**src/rtl/ds_char_tx.sv**
```systemverilog
module ds_char_tx #(
  parameter int CREDIT_MAX  = 56,
  parameter int CREDIT_STEP = 8
) (
  input  logic       clk,
  input  logic       rst_n,
  input  logic       enable,
  input  logic       tx_valid,
  input  logic [1:0] tx_kind,
  input  logic [7:0] tx_byte,
  output logic       tx_ready,
  input  logic       fct_req,
  input  logic       credit_inc,
  output logic       d_out,
  output logic       s_out,
  output logic       credit_err
);
  localparam int CW = $clog2(CREDIT_MAX + CREDIT_STEP + 1);
  localparam logic [CW-1:0] MAXV  = CW'(CREDIT_MAX);
  localparam logic [CW-1:0] STEPV = CW'(CREDIT_STEP);

  logic [9:0]    sh;
  logic [3:0]    cnt;
  logic          rx;
  logic          fct_pend;
  logic [CW-1:0] credit;

  logic          load, take_fct, send, d_n, rx_n, over;
  logic [9:0]    w;
  logic [3:0]    len;
  logic [CW-1:0] base, sum;

  assign load     = enable && (cnt == 4'd0);
  assign take_fct = load && fct_pend;
  assign tx_ready = load && !fct_pend && (credit != '0);
  assign send     = tx_ready && tx_valid;

  always_comb begin
    w    = '0;
    len  = 4'd8;
    rx_n = 1'b0;
    if (take_fct) begin
      w[3:0] = {2'b00, 1'b1, rx};
      len    = 4'd4;
    end else if (send) begin
      if (tx_kind == 2'b00) begin
        w    = {tx_byte, 1'b0, ~rx};
        len  = 4'd10;
        rx_n = ^tx_byte;
      end else begin
        w[3:0] = {(tx_kind[1] ? 2'b10 : 2'b01), 1'b1, rx};
        len    = 4'd4;
        rx_n   = 1'b1;
      end
    end else begin
      w[7:0] = {2'b00, 1'b1, 1'b0, 2'b11, 1'b1, rx};
    end
  end

  assign d_n  = load ? w[0] : sh[0];
  assign base = credit - CW'(send);
  assign sum  = base + (credit_inc ? STEPV : '0);
  assign over = credit_inc && (sum > MAXV);

  always_ff @(posedge clk or negedge rst_n) begin
    if (!rst_n) begin
      sh <= '0; cnt <= '0; rx <= 1'b0; fct_pend <= 1'b0;
      credit <= '0; d_out <= 1'b0; s_out <= 1'b0; credit_err <= 1'b0;
    end else if (!enable) begin
      sh <= '0; cnt <= '0; rx <= 1'b0; fct_pend <= 1'b0;
      credit <= '0; d_out <= 1'b0; s_out <= 1'b0; credit_err <= 1'b0;
    end else begin
      d_out      <= d_n;
      s_out      <= s_out ^ (d_n == d_out);
      fct_pend   <= (fct_pend && !take_fct) || fct_req;
      credit     <= over ? MAXV : sum;
      credit_err <= over;
      if (load) begin
        sh  <= {1'b0, w[9:1]};
        cnt <= len - 4'd1;
        rx  <= rx_n;
      end else begin
        sh  <= {1'b0, sh[9:1]};
        cnt <= cnt - 4'd1;
      end
    end
  end
endmodule

```
**config.mk**
```make
export PLATFORM = sky130hd
export DESIGN_NAME = ds_char_tx
export DESIGN_NICKNAME = d
export VERILOG_FILES = /design/src/rtl/ds_char_tx.sv
export SDC_FILE = /design/constraint.sdc
export NUM_CORES = 1
export LEC_CHECK = 0
export ABC_AREA = 1
export BUFFER_PORTS_ARGS = -buffer_cell sky130_fd_sc_hd__buf_2
export CELL_PAD_IN_SITES_DETAIL_PLACEMENT = 1
export CELL_PAD_IN_SITES_GLOBAL_PLACEMENT = 2
export CORE_MARGIN = 2
export CORE_UTILIZATION = 35
export CTS_CLUSTER_SIZE = 28
export DETAILED_ROUTE_END_ITERATION = 7
export PLACE_DENSITY_LB_ADDON = 0.15
export SYNTH_ARGS = -nofsm -noshare
export SYNTH_HDL_FRONTEND = slang
export SYNTH_SLANG_ARGS = --single-unit
```
**constraint.sdc**
```tcl
create_clock -name clk -period 7.5 [get_ports clk]
set_input_delay 0.75 -clock clk [delete_from_list [all_inputs] [get_ports clk]]
set_output_delay 0.75 -clock clk [all_outputs]
set_load 0.02 [all_outputs]
```
* Word level (Yosys, flattened, before mapping)
Index checks and enable logic that the tools add are counted.
Word-level totals: flip-flop bits (word level) 26, logic and storage cells 58, output and inout port bits 4, bits of input ports 16
Operators by class: reduce and logical (&&, ||, !) cells 14, eq/ne operators 2, add/subtract/negate cells 4, bitwise logic cells 2, $lt $le $gt $ge 1, muxes and demuxes 27
Operators with widths (count):
- 2-to-1 mux 4 bit | 8
- 2-to-1 mux 9 bit | 2
- 2-to-1 mux 7 bit | 2
- 2-to-1 mux 6 bit | 2
- 2-to-1 mux 1 bit | 10
- 2-to-1 mux 8 bit | 1
- parity 8 bit | 1
- subtractor 4 x 1 -> 4 bit, second input constant | 2
- adder 7 x 4 -> 7 bit | 1
- greater-than comparator 7 x 6 -> 1 bit, second input constant | 1
- logical AND 1 bit | 7
- nonzero test 7 bit | 1
- subtractor 7 x 1 -> 7 bit | 1
- logical NOT 4 bit | 1
- 2-to-1 mux 2 bit | 2
- logical NOT 1 bit | 2
- logical NOT 2 bit | 1
- != test 2 x 1 -> 1 bit, second input constant | 1
- equality test 1 bit | 1
- logical OR 1 bit | 1
- NOT 1 bit | 1
- bitwise XOR 1 bit | 1

* Depth between registers and ports, before layout
word-level depth 11, mapped depth 20, gate-level depth less buffers 20

* Worst setup path after synthesis
Ideal clock, no wire load.
kind input -> register, start point in enable, end point reg credit[0], cell stages on the path 16, arrival 2568 ps, path slack 4815 ps, required time 7383 ps, path buffers 0, setup time 117 ps, cell sequence nand3_4 > nor2_8 > nand3_4 > inv_2 > ha_1 > inv_1 > ha_1 > fa_1 > xor2_1 > inv_1 > a31oi_1 > nand3_1 > nand2_1 > nand2_1 > nand2_1 > nor2_1
Between the ends: longest elaborated chain between the ends 10
RTL lines:
- start: declaration | RTL line 7 | input logic enable,
- logical AND 1 bit | RTL line 33 | assign load = enable && (cnt == 4'd0);
- logical AND 1 bit (2 in a row) | RTL line 35 | assign tx_ready = load && !fct_pend && (credit != '0);
- logical AND 1 bit | RTL line 36 | assign send = tx_ready && tx_valid;
- subtractor 7 x 1 -> 7 bit | RTL line 61 | assign base = credit - CW'(send);
- adder 7 x 4 -> 7 bit | RTL line 62 | assign sum = base + (credit_inc ? STEPV : '0);
- greater-than comparator 7 x 6 -> 1 bit | RTL line 63 | assign over = credit_inc && (sum > MAXV);
- logical AND 1 bit | RTL line 63
- 2-to-1 mux 7 bit | RTL line 76 | credit <= over ? MAXV : sum;
- 2-to-1 mux 7 bit * | RTL line 69 | end else if (!enable) begin
- end signal: assignment | RTL line 76
- end: declaration | RTL line 26 | logic [CW-1:0] credit;
Mark *: on every way between the ends. The rest lies on a longest branch, timed or not. A chain may end at the register's enable or synchronous reset.

* Worst setup path after layout
start point in enable, end point reg credit[4]
Same word-level chain as after synthesis.

==> impl_metrics.toml <==
[floorplan]
rows = 24
initial_utilization_pct = 36.1
die_w_um = 70.8
core_um2 = 4320
die_area_um2 = 5020
die_y_um = 70.8
ios = 20

[job]
max_cap_violations = 0

[finish]
final_nets = 234
multi_input_area_um2 = 797
areaGrowthSynthToFinish_pct = 12.8
diodes = 0
post-route-cell-area_um2 = 1760
fill_cells = 534
seqCellArea_um2 = 626
drive_above_1_share_pct = 18.8

[pwr]
internal-power_uw = 299
pwr-share-seq_pct = 33.1
power_frac_comb_pct = 51.3
p_switching_uw = 245
swShare_pct = 45.1
ir_worst_vdd_v = 0.000146
p_clk_share_pct = 15.6
power_density_nw_per_um2 = 309
power.leakage_uw = 0.000933

[cts]
tritoncts = "done"
ctsLongestPathBuffers = 2
cts_buffers = 3
clockRootBuffer = "clkbuf_8"
postCtsSetupRepairBufs = 0
htreeDepth = 1
clk_pin_slew_worst_paths_ns = 0.09
post_cts_resized = 0
cts.sinks = 25
cts_hold_buf = 0
clock_latency_ns = 0.28

[worst_setup_path]
worstPathRequired_ns = 7.69
crit_type = "in -> reg"
critical_path.max_fanout = 14
end_kind = "flop"
crit_path_start_kind = "input pin"
arrival_ns = 3.25

[logic_synthesis]
synth_area_per_cell_um2 = 8.40
yosysTopAreaCell = "dfrtp_1"
ys_types = 32
synth-edff-count = 0
syn-num-nets = 212
synthesis.area_um2 = 1560
yosysWarnings = 0
ys_ff_latch = 25
synthTopCellsByArea = "dfrtp_1 (40%), inv_1 (7.9%), nand2_1 (7.7%), ha_1 (7.2%), nor2_1 (5.3%)"
ys_async_sr_fraction_pct = 100
synth_cells = 186
synth-main-ff-cell = "dfrtp_1"
yosysSeqAreaShare_pct = 40.0
netlist.area_leader.share_pct = 40.0

[detailed_routing]
vias = 1266
vias_per_cell = 4.89
drc_errors = 0
antenna_left = 0
drt_iter0_markers = 58
wl_per_cell_um = 14.1
dr.pass1.iters = 4
postRouteWirelength_mm = 3.66

[sta]
tightest_slew_ns = 0.564
period_minus_slack_ns = 3.06
skew_ns = 0.00488
grt_setup_unrepaired = "no"
setup_viol = 0
drv_slew = 0
period_share_pct = 40.8
finalSetupTns_ns = 0
max_slew_margin_pct = 62.4
fmax_mhz = 326
hold_violations = 0

[grt]
grt_pass1_wl_mm = 6.57
grt_remaining_overflow = 0
grt_antenna_before_repair = 0
grt_max_degree = 26
track_usage_pct = 16.6
grt_pass1_vias = 1393

[outcome]
status = "complete, no violations"

[placement]
dp_hpwl_mm = 2.93
io_buffers = 19
place.gp.congestion = 0.757
placed_cell_area_um2 = 1710

[worst_hold_path]
hp-class = "in -> async"
## per-layer routing
layer  up-vias  GRT usage (%)  routed length, µm  part of all wire (%)
met1       619           23.6               1820                    50
met5         -              0                  0                     0
met3         2           3.42                117                   3.2
met2        18           27.0               1700                    47
met4         0           2.52                 23                  0.63
li1        627              -                  -                     -
## layout by cell type, fill, tap and decap left out, drive strengths merged, types with 2 or more instances in the layout
master and instances:
clkbuf 3, buf 19, xor2 5, a32o 4, xnor2 7, dfrtp 25
ha 9, nand3 15, nand4 4, a21oi 7, o21ai 5, nor2 26
or2 3, inv 35, a31oi 2, nand2 33
## power groups by stage
stage | sequential, µW | combinational (µW) | clock, µW
3_3_place_gp | 182 | 270 | 0
2_1_floorplan | 185 | 204 | 0
5_1_grt | 183 | 319 | 94.8
3_5_place_dp | 183 | 278 | 0
6_report | 180 | 279 | 85.0
4_1_cts | 180 | 280 | 87.1
## synthesized netlist by cell type, types with 2 or more instances
cell type,n
nand3_2,2
nand3_1,11
a32o_1,4
or2_2,2
a21oi_1,7
nor2_1,22
xnor2_1,7
xor2_1,5
nand4_1,3
inv_2,2
nor2_4,2
nand2_1,32
dfrtp_1,25
inv_1,33
ha_1,9
o21ai_0,3
nand3_4,2
## path summary, 6_finish.rpt
path                            startpoint  cells past startpoint   endpoint  slack, ns
worst max-delay path                enable                     16  credit[4]       4.44
worst min register to register       sh[6]                      1      sh[5]       0.50
max in group asynchronous            rst_n                      1  credit[5]       6.68
worst max register to register      cnt[1]                     16  credit[4]       4.61
worst min-delay path                 rst_n                      1      d_out       0.45
min in group clk                     sh[6]                      1      sh[5]       0.50
## metrics by stage
stage | cells | utilization (%) | power [µW] | hold WS (ns) | setup WS [ns]
final | 259 | 40.8 | 544 | 0.449 | 4.44
after global routing | 259 | 40.8 | 597 | 0.491 | 4.21
after CTS | 259 | 40.8 | 548 | 0.472 | 4.39
after detailed placement | 255 | 39.6 | 461 | 0.487 | 4.10
after global placement | 255 | 39.6 | 452 | 0.477 | 4.25
after floorplan | 186 | - | 389 | 0.454 | 4.82
## area by class of cell
class / instances / share of cell area (%)
multi-input combinational: 124 / 45.2
sequential: 25 / 35.5
inverter: 35 / 7.45
timing repair buffer: 19 / 5.39
clock inverter: 1 / 0.426
clock buffer: 3 / 2.34
tap: 52 / 3.69
## sequential cells by signal, summed over array words and instances, names as in the netlist
signal and flops:
fct_pend 1, credit_err 1, credit 7, sh 9, cnt 4, d_out 1, s_out 1, rx 1
## logic make-up after synthesis
family / Yosys count / synth area share [%]
XOR/XNOR: 12 / 6.73
buffers and inverters: 37 / 8.97
adder cells (fa/ha/maj): 10 / 8.49
AND/OR/NAND/NOR: 83 / 27.5
flip-flops: 25 / 40.0
AO/OA/AOI/OAI: 19 / 8.33
## worst max-delay path, cell delays in order
cell     delay [ns]
buf_2          0.27
nand3_4        0.18
nor2_8         0.17
nand3_4        0.11
inv_2          0.09
ha_1           0.14
inv_1          0.04
ha_1           0.22
fa_1           0.41
xor2_1         0.16
inv_1          0.06
a31oi_1        0.16
nand3_1        0.10
nand2_1        0.09
nand3_1        0.14
o21ai_0        0.15
(Power assumes the default switching activity.)
